<file path="config.mk">
export PLATFORM = sky130hd
export DESIGN_NAME = busirq_rst_ctrl
export DESIGN_NICKNAME = d
export VERILOG_FILES = /design/src/rtl/busirq_rst_ctrl.sv
export SDC_FILE = /design/constraint.sdc
export NUM_CORES = 1
export LEC_CHECK = 0
export BUFFER_PORTS_ARGS = -buffer_cell sky130_fd_sc_hd__buf_2
export CAP_MARGIN = 20
export CORE_AREA = 2 2 39 41
export CTS_CLUSTER_SIZE = 8
export DETAILED_ROUTE_END_ITERATION = 16
export DIE_AREA = 0 0 41 43
export PLACE_DENSITY = 0.69
export SYNTH_ARGS = -nofsm -noshare
export SYNTH_HDL_FRONTEND = slang
export SYNTH_SLANG_ARGS = --single-unit
</file>
<file path="constraint.sdc">
create_clock -name clk -period 1.12 [get_ports clk]
set_input_delay 0.28 -clock clk [delete_from_list [all_inputs] [get_ports clk]]
set_output_delay 0.28 -clock clk [all_outputs]
set_load 0.05 [all_outputs]
</file>
<file path="src/rtl/busirq_rst_ctrl.sv">
module busirq_rst_ctrl #(
  parameter int ADDR_W      = 2,
  parameter int DATA_W      = 8,
  parameter int SYNC_STAGES = 2
) (
  input  logic              clk,
  input  logic              rst_n,
  input  logic [ADDR_W-1:0] reg_addr,
  input  logic              reg_wr,
  input  logic [DATA_W-1:0] reg_wdata,
  output logic [DATA_W-1:0] reg_rdata,
  input  logic              dev_irq_n,
  input  logic              dev_err_n,
  output logic              bus_rst_n,
  output logic              cpu_irq
);
  localparam logic [ADDR_W-1:0] A_CTRL = ADDR_W'(0);
  localparam logic [ADDR_W-1:0] A_STAT = ADDR_W'(1);
  localparam logic [ADDR_W-1:0] A_MASK = ADDR_W'(2);

  logic [SYNC_STAGES-1:0] irq_sync, err_sync;
  logic       hold_q, err_prev_q, err_sts_q, irq_q;
  logic [1:0] en_q;

  wire lvl_sts  = ~irq_sync[SYNC_STAGES-1];
  wire err_fall = err_prev_q & ~err_sync[SYNC_STAGES-1];
  wire wr_ctrl  = reg_wr && reg_addr == A_CTRL;
  wire wr_stat  = reg_wr && reg_addr == A_STAT;
  wire wr_mask  = reg_wr && reg_addr == A_MASK;
  wire unused_wdata = ^reg_wdata[DATA_W-1:2];

  always_ff @(posedge clk or negedge rst_n) begin
    if (!rst_n) begin
      irq_sync   <= '1;
      err_sync   <= '1;
      err_prev_q <= 1'b1;
      hold_q     <= 1'b1;
      en_q       <= '0;
      err_sts_q  <= 1'b0;
      irq_q      <= 1'b0;
    end else begin
      irq_sync   <= {irq_sync[SYNC_STAGES-2:0], dev_irq_n};
      err_sync   <= {err_sync[SYNC_STAGES-2:0], dev_err_n};
      err_prev_q <= err_sync[SYNC_STAGES-1];
      if (wr_ctrl) hold_q <= reg_wdata[0];
      if (wr_mask) en_q <= reg_wdata[1:0];
      err_sts_q  <= err_fall | (err_sts_q & ~(wr_stat & reg_wdata[1]));
      irq_q      <= |({err_sts_q, lvl_sts} & en_q);
    end
  end

  always_comb begin
    reg_rdata = '0;
    case (reg_addr)
      A_CTRL:  reg_rdata[0]   = hold_q;
      A_STAT:  reg_rdata[1:0] = {err_sts_q, lvl_sts};
      A_MASK:  reg_rdata[1:0] = en_q;
      default: reg_rdata      = '0;
    endcase
  end

  assign bus_rst_n = ~hold_q;
  assign cpu_irq   = irq_q;
endmodule

</file>
==> Word level (Yosys, flattened, before mapping) <==
Cells that the tools add are included.
{ "totals": {"out_inout_bits": 10, "elab_cells": 25, "reg_bits": 10, "in_bits": 15} }
{ "op_classes": {"n_bitwise": 9, "eq_ne": 2, "muxes": 2, "reduce_logical": 5} }
{ "ops": {"columns": ["cell", "count"], "rows": [
  ["NOT 1 bit", 4],
  ["bitwise AND 1 bit", 3],
  ["logical AND 1 bit", 3],
  ["one-hot mux 1 bit (3 select lines)", 1],
  ["bitwise AND 2 bit", 1],
  ["== test 2 x 1 -> 1 bit, second input constant", 1],
  ["== test 2 bit, second input constant", 1],
  ["logical NOT 2 bit", 1],
  ["one-hot mux 1 bit (2 select lines)", 1],
  ["OR reduction 2 bit", 1],
  ["bitwise OR 1 bit", 1]
]} }

==> Depth between registers and ports, before layout <==
Gate-level depths: netlist of the first run.
{ "depth": {"ltp_word": 6, "depth_mapped": 4, "depth_no_buf": 4} }

==> Worst setup path after synthesis of the first run <==
OpenSTA, ideal clock, no wires.
{ "synth_timing": {"path_type": "input port to output port", "startpoint": "input port reg_addr[0]", "endpoint": "output port reg_rdata[0]", "n_path_buf": 0, "path_slack_ns": -0.571, "t_arrival_ns": 1.411, "cell_stages": 4, "required_time_ns": 0.840, "cell_sequence": "inv_1 > ha_1 > a22oi_1 > a21oi_1"} }
{ "synth_between": {"elab_chain_cells": 2, "word_cells_on_any_way": 4, "classes_between": "eq/ne (2); mux (1); reduce/logical (1)"} }
{ "synth_lines": {"columns": ["item", "line_no", "source"], "rows": [
  ["start, declared", "8", "input logic [ADDR_W-1:0] reg_addr,"],
  ["== test 2 bit, or another cell as far along", "54", "case (reg_addr)"],
  ["one-hot mux 1 bit (3 select lines) *", "54", null],
  ["end, declared", "11", "output logic [DATA_W-1:0] reg_rdata,"]
]} }
Mark *: on every way between the ends. The rest lies on a longest branch, timed or not.

==> Final worst setup path of the first run <==
{ "layout_timing": {"startpoint": "register hold_q", "endpoint": "output port reg_rdata[0]"} }
{ "layout_between": {"elab_chain_cells": 1} }
{ "layout_lines": {"columns": ["item", "line_no", "source"], "rows": [
  ["start, declared", "22", "logic hold_q, err_prev_q, err_sts_q, irq_q;"],
  ["start signal, assigned", "45", "if (wr_ctrl) hold_q <= reg_wdata[0];"],
  ["one-hot mux 1 bit (3 select lines)", "54", null]
]} }
Every way passes these cells.

==> results by group, run 1 <==
Worst setup path
  • Cell-by-cell trace of the critical path: a22oi_2, a21oi_4, buf_6
  • Number of buffers and inverters on the critical path: 1
  • Arrival time worst endpoint: 1150 ps
  • Required @ worst endpoint: 840 ps
  • Critical path's largest stage delay: 540 ps
  • Category of the worst setup path capture point: output port
  • Category of the worst setup path launch point: register
  • Maximum fanout encountered on the critical timing path: 2
  • Slowest stage cell on the critical path: sky130_fd_sc_hd__dfstp_2
  • Type of the worst setup path: reg2out
  • Family with the most delay on the worst path: flip-flops

STA
  • Period minus WS final: 1430 ps
  • Final period util: 128%
  • Unrepaired setup endpoints after global routing: true
  • Hold violation count in the final report: 0
  • Final number of max-transition violations: 0
  • Max Freq: 0.698 GHz
  • Fin Clk Skew: 13.6 ps
  • Hold WS: 123 ps
  • Setup WS post-layout: -312 ps
  • Final setup violating endpoints: 3

Cells and area
  • N_diodes: 0
  • Fill cell instance count of the final layout: 120
  • Commonest non-fill, non-tap cell in the layout: sky130_fd_sc_hd__buf_4
  • Reg area: 258 um2
  • Total area of multi-input combinational cells: 256 um2
  • Synthesis-to-finish area growth: 54.1%
  • Final layout net count: 83
  • Leading cell types in the layout, fill and taps excluded: 10 x sky130_fd_sc_hd__buf_4, 6 x sky130_fd_sc_hd__conb_1, 6 x sky130_fd_sc_hd__dfstp_2, 6 x sky130_fd_sc_hd__buf_2, 4 x sky130_fd_sc_hd__dfrtp_1
  • Fraction of final layout cells sized beyond drive strength 1: 66.7%

Routing
  • Top routing layer in use: met3
  • Detailed-route wire length per cell: 11.8 um
  • Total via count after detailed routing: 345
  • Detailed Route WL: 930 um
  • Sum of met2 wire segment lengths after detailed routing: 537 um
  • Routed length on met3: 72 um
  • First-pass iteration count of the detailed router: 4
  • Initial DRC count: 1
  • Antenna violation net count after detailed routing: 0
  • M1 WL: 319 um
  • Number of remaining DRC errors: 0
  • Vias per Instance: 4.37

Clocking
  • Clk buf depth: 2
  • Root buffer selected by CTS: sky130_fd_sc_hd__clkbuf_4
  • H-tree lvl count: 1
  • TritonCTS clock tree: done
  • CTS clk-pin slew, worst paths: 50 ps
  • # clock sinks: 10
  • Number of clock buffers inserted by TritonCTS: 3
  • Clock latency reported for the late side of the worst-skew pair: 270 ps

Job
  • Max-cap viol count: 0

Global route
  • Number of global-route vias before repair: 374
  • Remaining global-route overflow: 0
  • Wire length of the first global-routing pass: 1570 um
  • Total track usage: 13.9%
  • Maximum number of pins on one net before global-route repair: 11
  • Antenna violations before repair: 0

Power and ir drop
  • Switching portion of total power: 33.6%
  • Clock group share of total power: 23.8%
  • Power per cell area: 1440 nW/um2
  • Sw power: 0.361 mW
  • Overall power after layout: 1.07 mW
  • Internal power component: 0.713 mW
  • Combinational share of power: 35.3%
  • Static leakage power: 0.359 nW
  • Sequential share of power: 41.0%
  • Worst IR Drop VDD: 0.930 mV

Place
  • Setup slack after placement: -363 ps
  • HPWL Detailed: 702 um
  • GPL Wtd Cong: 0.733
  • Number of buffers added on ports: 12

Synth
  • Dominant synthesized flop cell: sky130_fd_sc_hd__dfstp_2
  • Asr flop ratio synth: 100%
  • Syn_area_per_cell: 12.1 um2
  • Share of Yosys cell area claimed by the top area cell type: 32.5%
  • Gate Count Post-Synth: 40
  • Number of enable-type register cells in the synthesized netlist: 0
  • Share of synthesized area occupied by flip-flops and latches: 53.1%
  • Cell area after synthesis: 485 um2
  • Count of synthesis-stage warnings from yosys: 0
  • Number of unique standard cell types used by synthesis: 16
  • Number of synthesized register bits: 10
  • Leading post-synthesis cells by cell area: sky130_fd_sc_hd__dfstp_2 32%, sky130_fd_sc_hd__dfrtp_1 21%, sky130_fd_sc_hd__ha_1 10%
  • Leading area contributor after synthesis: sky130_fd_sc_hd__dfstp_2

Floorplan
  • Starting density of the core: 35.1%
  • Die Y: 43 um
  • Total Die Area: 1760 um2
  • Die width: 41 um
  • Number of I/O pins: 25
  • Area inside the core boundary: 1380 um2
  • Number of cell rows: 14

Min path
  • Hold/Removal Path Class: in2reg

Run status
  • Violated checks: setup timing
  • Run status: complete, but fails checks
[through the flow]
step           cell area (um2)  util (%)  instances  setup TNS [ps]
2_1_floorplan              591         -         45           -86.4
3_3_place_gp               671      48.5         73           -1140
3_5_place_dp               671      48.5         73           -1220
4_1_cts                    748      54.1         79            -830
5_1_grt                    748      54.1         79            -936
6_report                   748      54.1         79            -805
[state kept, by name (all words and copies together), names as in the netlist]
| register | cells |
|---|---|
| err_sync | 2 |
| irq_sync | 2 |
| err_prev_q | 1 |
| en_q | 2 |
| cpu_irq | 1 |
| err_sts_q | 1 |
| hold_q | 1 |
[what timing repair did]
action                                  4_1_cts  5_1_grt
setup buffers                                 1        0
hold endpoints to repair                      4        0
pin swaps                                     1        0
resized for setup                            10        0
endpoints found under the setup margin        4        3
hold buffers                                  1        0
[logic make-up (layout without fill, tap and decap cells)]
group	Yosys count	after routing	share of synthesized area, %
AO/OA/AOI/OAI	5	5	6.96
multiplexers	3	3	9.28
AND/OR/NAND/NOR	6	6	6.45
adder cells (fa/ha/maj)	4	4	10.3
buffers and inverters	11	29	13.1
other	1	6	0.772
flip-flops	10	10	53.1
[final timing paths]
kind                             start      endpoint  slack, ps  cells after the start
max                             hold_q  reg_rdata[0]       -310                      3
min                          dev_err_n   err_sync[0]        120                      1
max reg2reg                  err_sts_q     err_sts_q        160                      3
min reg2reg                irq_sync[0]   irq_sync[1]        350                      0
max in group asynchronous        rst_n        hold_q        460                      2
min in group asynchronous        rst_n       en_q[1]        390                      2
[power groups by stage]
stage | combinational [mW] | sequential, mW | clock (mW)
final | 0.379 | 0.440 | 0.255
after global routing | 0.404 | 0.444 | 0.280
after CTS | 0.380 | 0.439 | 0.263
after detailed placement | 0.338 | 0.445 | 0
after global placement | 0.329 | 0.444 | 0
after floorplan | 0.213 | 0.473 | 0
[per-layer routing]
metal	GRT usage, %	vias to the layer above
li1	-	162
met1	14.3	166
met2	23.8	17
met3	6.28	0
met4	4.00	0
met5	0	-
[Yosys cell counts, types with 2 or more instances]
library cell,number
sky130_fd_sc_hd__buf_4,6
sky130_fd_sc_hd__dfstp_2,6
sky130_fd_sc_hd__inv_1,5
sky130_fd_sc_hd__dfrtp_1,4
sky130_fd_sc_hd__ha_1,4
sky130_fd_sc_hd__mux2_4,3
sky130_fd_sc_hd__a22oi_1,2
sky130_fd_sc_hd__nand2_1,2
[final cells by class]
class                           count  area share (%)
Clock buffer                        4            3.51
Inverter                            5            5.18
Multi-Input combinational cell     24            34.3
Sequential cell                    10            34.4
Tap cell                           16            2.68
Timing Repair Buffer               20            19.9
Note: power is estimated with default switching activity, not from simulation.
==> run 2, diff against run 1 <==
--- a/config.mk
+++ b/config.mk
@@ -11,7 +11,7 @@
 export CTS_CLUSTER_SIZE = 8
 export DETAILED_ROUTE_END_ITERATION = 16
 export DIE_AREA = 0 0 41 43
-export PLACE_DENSITY = 0.69
+export PLACE_DENSITY = 0.67
 export SYNTH_ARGS = -nofsm -noshare
 export SYNTH_HDL_FRONTEND = slang
 export SYNTH_SLANG_ARGS = --single-unit
==> results by group, run 2 (synthesized netlist as in run 1, its figures left out) <==
Run status
  • Run status: complete, but fails checks
  • Violated checks: setup timing

Worst setup path
  • Endpoint of the lowest-slack register-to-register path: err_sts_q
  • Startpoint of the worst-slack reg-to-reg timing path: err_sts_q
  • Path depth of the worst reg2reg path: 3 (unchanged)
  • Family with the most delay on the worst path: flip-flops
  • Arrival time worst endpoint: 1160 ps (about the same)
  • Category of the worst setup path capture point: output port
  • R2R Setup Slk: 180 ps (+20 ps)
  • Number of buffers and inverters on the critical path: 1 (unchanged)
  • Type of the worst setup path: reg2out
  • Required @ worst endpoint: 840 ps (about the same)
  • Cell-by-cell trace of the critical path: a22oi_2, a21oi_4, buf_6
  • Maximum fanout encountered on the critical timing path: 2 (unchanged)
  • Critical path's largest stage delay: 540 ps (about the same)
  • Category of the worst setup path launch point: register
  • Slowest stage cell on the critical path: sky130_fd_sc_hd__dfstp_2

Power and ir drop
  • Worst IR Drop VDD: 0.852 mV (-8.4%)
  • Static leakage power: 0.360 nW (+0.32%)
  • Power per cell area: 1480 nW/um2 (+2.9%)
  • Overall power after layout: 1.11 mW (+3.3%)

Routing
  • Vias per Instance: 4.04 (-7.5%)
  • Initial DRC count: 5 (+4)
  • Number of remaining DRC errors: 0 (unchanged)
  • Total via count after detailed routing: 315 (-8.7%)
  • Detailed Route WL: 757 um (-19%)
  • Detailed-route wire length per cell: 9.71 um (-18%)
  • Antenna violation net count after detailed routing: 0 (unchanged)
  • First-pass iteration count of the detailed router: 3 (-1)

STA
  • Final setup violating endpoints: 3 (unchanged)
  • Period minus WS final: 1440 ps (+3.15 ps)
  • Unrepaired setup endpoints after global routing: true
  • Final period util: 128% (+0.28 points)
  • Fin Clk Skew: 4.27 ps (-9.30 ps)
  • Max Freq: 0.697 GHz (-0.22%)
  • Final number of max-transition violations: 0 (unchanged)
  • Setup WS post-layout: -315 ps (-3.15 ps)
  • Hold violation count in the final report: 0 (unchanged)

Cells and area
  • Final core utilization: 54.2% (+0.18 points)
  • Synthesis-to-finish area growth: 54.6%
  • Fill cell instance count of the final layout: 130 (+8.3%)
  • Total area of multi-input combinational cells: 256 um2 (unchanged)
  • N_diodes: 0 (unchanged)
  • Final layout net count: 82 (-1.2%)
  • Reg area: 258 um2 (unchanged)
  • Finished Cell Area: 751 um2 (+0.33%)
  • Fin cells: 78 (-1.3%)
  • Commonest non-fill, non-tap cell in the layout: sky130_fd_sc_hd__buf_4
  • Leading cell types in the layout, fill and taps excluded: 9 x sky130_fd_sc_hd__buf_4, 6 x sky130_fd_sc_hd__conb_1, 6 x sky130_fd_sc_hd__dfstp_2, 6 x sky130_fd_sc_hd__buf_2, 4 x sky130_fd_sc_hd__dfrtp_1
  • Leading registers by flop count: en_q x2, err_sync x2, irq_sync x2
  • Fraction of final layout cells sized beyond drive strength 1: 67.7% (+1.1 points)

Clocking
  • # clock sinks: 10 (unchanged)
  • Clk buf depth: 2 (unchanged)
  • Root buffer selected by CTS: sky130_fd_sc_hd__clkbuf_4
  • TritonCTS clock tree: done
  • Number of clock buffers inserted by TritonCTS: 3 (unchanged)
  • H-tree lvl count: 1 (unchanged)
  • CTS clk-pin slew, worst paths: 60 ps (about the same)
  • Clock latency reported for the late side of the worst-skew pair: 260 ps (about the same)

Floorplan
  • Die width: 41 um (unchanged)
  • Number of cell rows: 14 (unchanged)
  • Total Die Area: 1760 um2 (unchanged)
  • Starting density of the core: 35.1% (unchanged)
  • Area inside the core boundary: 1380 um2 (unchanged)
  • Die Y: 43 um (unchanged)
  • Number of I/O pins: 25 (unchanged)

Global route
  • Wire length of the first global-routing pass: 1350 um (-14%)
  • Maximum number of pins on one net before global-route repair: 11 (unchanged)
  • Antenna violations before repair: 0 (unchanged)
  • Total track usage: 11.6% (-2.4 points)
  • Remaining global-route overflow: 0 (unchanged)
  • Number of global-route vias before repair: 327 (-13%)

Min path
  • Hold endpoint: err_sync[0]
  • Hold/Removal Path Class: in2reg
  • Hold path cells: 1 (unchanged)
  • Hold path start: dev_err_n

Job
  • Max-cap viol count: 0 (unchanged)

Place
  • GPL Wtd Cong: 0.702 (-4.3%)
  • HPWL Detailed: 623 um (-11%)
  • Area after detailed placement: 663 um2 (-1.1%)
  • Number of buffers added on ports: 12 (unchanged)
  • Cell Count Post-Placement: 72 (-1.4%)
## run 2: per-layer routing
layer	wire [um]	up-vias	global-route usage (%)
met1	311	141	14.0
li1	-	160	-
met5	0	-	0
met2	398	14	17.5
met4	0	0	4.00
met3	47	0	5.24
## run 2: report_power, final
part           internal (mW)  switching (mW)  total [mW]  leakage, nW
clock network          0.197           0.114       0.311       0.0210
registers              0.415          0.0252       0.440        0.108
logic                  0.151           0.208       0.359        0.231
total                  0.763           0.347        1.11        0.360
## run 2: area by class of cell
| type | instances | share of cell area [%] |
|---|---|---|
| Sequential cell | 10 | 34.3 |
| Clock buffer | 4 | 4.83 |
| Tap cell | 16 | 2.67 |
| Multi-Input combinational cell | 24 | 34.2 |
| Timing Repair Buffer | 19 | 18.8 |
| Inverter | 5 | 5.17 |
## run 2: worst max-delay path by stage
stage,startpoint,end,slack (ps),depth (start not counted)
after floorplan,hold_q,reg_rdata[0],-80,2
after global placement,reg_addr[0],reg_rdata[0],-340,6
after detailed placement,reg_addr[0],reg_rdata[0],-360,6
after CTS,hold_q,reg_rdata[0],-330,3
after global routing,hold_q,reg_rdata[0],-360,3
final,hold_q,reg_rdata[0],-320,3
## run 2: through the flow
step	setup TNS, ps	hold WS (ps)	setup slack [ps]
floorplan	-86.4	-15.6	-82.8
global placement	-1140	140	-343
detailed placement	-1220	146	-361
CTS	-834	111	-331
global route	-939	108	-357
finish	-789	120	-315
## run 2: worst register-to-register path, stage by stage (launching register included)
cell	delay [ps]
sky130_fd_sc_hd__dfrtp_1	390
sky130_fd_sc_hd__buf_4	130
sky130_fd_sc_hd__buf_4	120
sky130_fd_sc_hd__a22o_1	180
## run 2: timing repair
| action | in CTS | in global routing |
|---|---|---|
| pin swaps | 1 | 0 |
| gates resized for setup | 9 | 2 |
| endpoints found under the hold margin | 4 | 0 |
| hold buffers | 1 | 0 |
| setup buffers | 1 | 0 |
| setup endpoints to repair | 3 | 4 |
==> run 3, diff against run 2 <==
--- a/config.mk
+++ b/config.mk
@@ -11,6 +11,7 @@
 export CTS_CLUSTER_SIZE = 8
 export DETAILED_ROUTE_END_ITERATION = 16
 export DIE_AREA = 0 0 41 43
+export HOLD_SLACK_MARGIN = 0.15
 export PLACE_DENSITY = 0.67
 export SYNTH_ARGS = -nofsm -noshare
 export SYNTH_HDL_FRONTEND = slang
==> results by group, run 3 (synthesized netlist as in run 1, its figures left out) <==
Run status
  • Run status: complete, but fails checks
  • Violated checks: setup timing

Global route
  • Remaining global-route overflow: 0 (unchanged)
  • Total track usage: 11.8% (+0.20 points)
  • Wire length of the first global-routing pass: 1370 um (+2.1%)
  • Maximum number of pins on one net before global-route repair: 11 (unchanged)
  • Number of global-route vias before repair: 340 (+4.0%)
  • Antenna violations before repair: 0 (unchanged)

Floorplan
  • Die Y: 43 um (unchanged)
  • Area inside the core boundary: 1380 um2 (unchanged)
  • Starting density of the core: 35.1% (unchanged)
  • Die width: 41 um (unchanged)
  • Total Die Area: 1760 um2 (unchanged)
  • Number of I/O pins: 25 (unchanged)
  • Number of cell rows: 14 (unchanged)

Routing
  • Vias per Instance: 4.05 (+0.29%)
  • First-pass iteration count of the detailed router: 3 (unchanged)
  • Initial DRC count: 5 (unchanged)
  • Detailed-route wire length per cell: 9.71 um (about the same)
  • Antenna violation net count after detailed routing: 0 (unchanged)
  • Number of remaining DRC errors: 0 (unchanged)
  • Total via count after detailed routing: 324 (+2.9%)
  • Detailed Route WL: 777 um (+2.6%)

Clocking
  • Clk buf depth: 2 (unchanged)
  • H-tree lvl count: 1 (unchanged)
  • Root buffer selected by CTS: sky130_fd_sc_hd__clkbuf_4
  • # clock sinks: 10 (unchanged)
  • Number of clock buffers inserted by TritonCTS: 3 (unchanged)
  • TritonCTS clock tree: done
  • Clock latency reported for the late side of the worst-skew pair: 260 ps (about the same)
  • CTS clk-pin slew, worst paths: 60 ps (about the same)

Min path
  • Hold/Removal Path Class: in2reg

Cells and area
  • Synthesis-to-finish area growth: 58.8%
  • Final layout net count: 84 (+2.4%)
  • Finished Cell Area: 771 um2 (+2.7%)
  • N_diodes: 0 (unchanged)
  • Leading registers by flop count: en_q x2, err_sync x2, irq_sync x2
  • Fraction of final layout cells sized beyond drive strength 1: 65.6% (-2.1 points)
  • Leading cell types in the layout, fill and taps excluded: 9 x sky130_fd_sc_hd__buf_4, 6 x sky130_fd_sc_hd__conb_1, 6 x sky130_fd_sc_hd__dfstp_2, 6 x sky130_fd_sc_hd__buf_2, 4 x sky130_fd_sc_hd__dfrtp_1
  • Commonest non-fill, non-tap cell in the layout: sky130_fd_sc_hd__buf_4

Power and ir drop
  • Worst IR Drop VDD: 0.864 mV (+1.4%)
  • Static leakage power: 0.368 nW (+2.3%)
  • Power per cell area: 1450 nW/um2 (-2.1%)
  • Overall power after layout: 1.11 mW (+0.47%)

Worst setup path
  • Maximum fanout encountered on the critical timing path: 2 (unchanged)
  • Category of the worst setup path capture point: output port
  • Category of the worst setup path launch point: register
  • Arrival time worst endpoint: 1150 ps (about the same)
  • Type of the worst setup path: reg2out
  • Required @ worst endpoint: 840 ps (about the same)

Place
  • Number of buffers added on ports: 12 (unchanged)
  • Setup slack after placement: -361 ps (unchanged)
  • Area after detailed placement: 663 um2 (unchanged)
  • HPWL Detailed: 623 um (unchanged)
  • GPL Wtd Cong: 0.702 (unchanged)

STA
  • Final setup violating endpoints: 3 (unchanged)
  • Final period util: 128% (about the same)
  • Period minus WS final: 1430 ps (-0.182 ps)
  • Max Freq: 0.697 GHz (about the same)
  • Fin Clk Skew: 4.41 ps (+0.136 ps)
  • Final number of max-transition violations: 0 (unchanged)
  • Setup WS post-layout: -315 ps (+0.182 ps)
  • Hold WS: 266 ps (+146 ps)
  • Hold violation count in the final report: 0 (unchanged)
  • Unrepaired setup endpoints after global routing: true

Job
  • Max-cap viol count: 0 (unchanged)
## run 3: changes by cell type in the layout (fill, tap and decap cells not counted), sizes merged
cell and change:
dlygate4sd3 +2
## run 3: power breakdown
| part | internal, mW | switching, mW |
|---|---|---|
| registers | 0.415 | 0.0252 |
| clock network | 0.197 | 0.114 |
| logic | 0.156 | 0.208 |
| total | 0.768 | 0.347 |
## run 3: final cells by class
class | count | area, um2
clock buffer | 4 | 36.3
fill | 128 | 613
inverter | 5 | 38.8
multi-input combinational | 24 | 256
sequential | 10 | 258
tap | 16 | 20.0
timing repair buffer | 21 | 161
## run 3: worst paths after layout
check | slack [ps] | to | cells past startpoint | start
worst max-delay path | -310 | reg_rdata[0] | 3 | hold_q
worst min-delay path | 270 | en_q[0] | 2 | reg_wdata[0]
worst max register to register | 180 | err_sts_q | 3 | err_sts_q
worst min register to register | 350 | irq_sync[1] | 0 | irq_sync[0]
max in group asynchronous | 470 | irq_sync[1] | 2 | rst_n
min in group asynchronous | 400 | en_q[0] | 2 | rst_n
## run 3: stage by stage
| step | std cells | utilization (%) | setup TNS, ps |
|---|---|---|---|
| 3_5_place_dp | 72 | 47.9 | -1220 |
| 6_report | 80 | 55.7 | -789 |
| 4_1_cts | 80 | 55.5 | -834 |
| 3_3_place_gp | 72 | 47.9 | -1140 |
| 2_1_floorplan | 45 | - | -86.4 |
| 5_1_grt | 80 | 55.7 | -939 |
## run 3: layer usage
layer	routed length [um]	vias to the layer above	track usage (%)	share of wire, %
li1	-	163	-	-
met1	318	147	14.0	41
met2	414	14	18.1	53
met3	45	0	5.24	5.8
met4	0	0	4.00	0
met5	0	-	0	0
## run 3: repair_timing
| action | in CTS | in global routing |
|---|---|---|
| hold buffers | 3 | 0 |
| setup endpoints to repair | 3 | 4 |
| setup buffers | 1 | 0 |
| pin swaps | 1 | 0 |
| hold endpoints to repair | 12 | 0 |
| resized for setup | 9 | 2 |
## run 3: critical path, cell delays in order (launching register included)
cell and delay, ps:
sky130_fd_sc_hd__dfstp_2 540, sky130_fd_sc_hd__a22oi_2 70, sky130_fd_sc_hd__a21oi_4 130, sky130_fd_sc_hd__buf_6 170
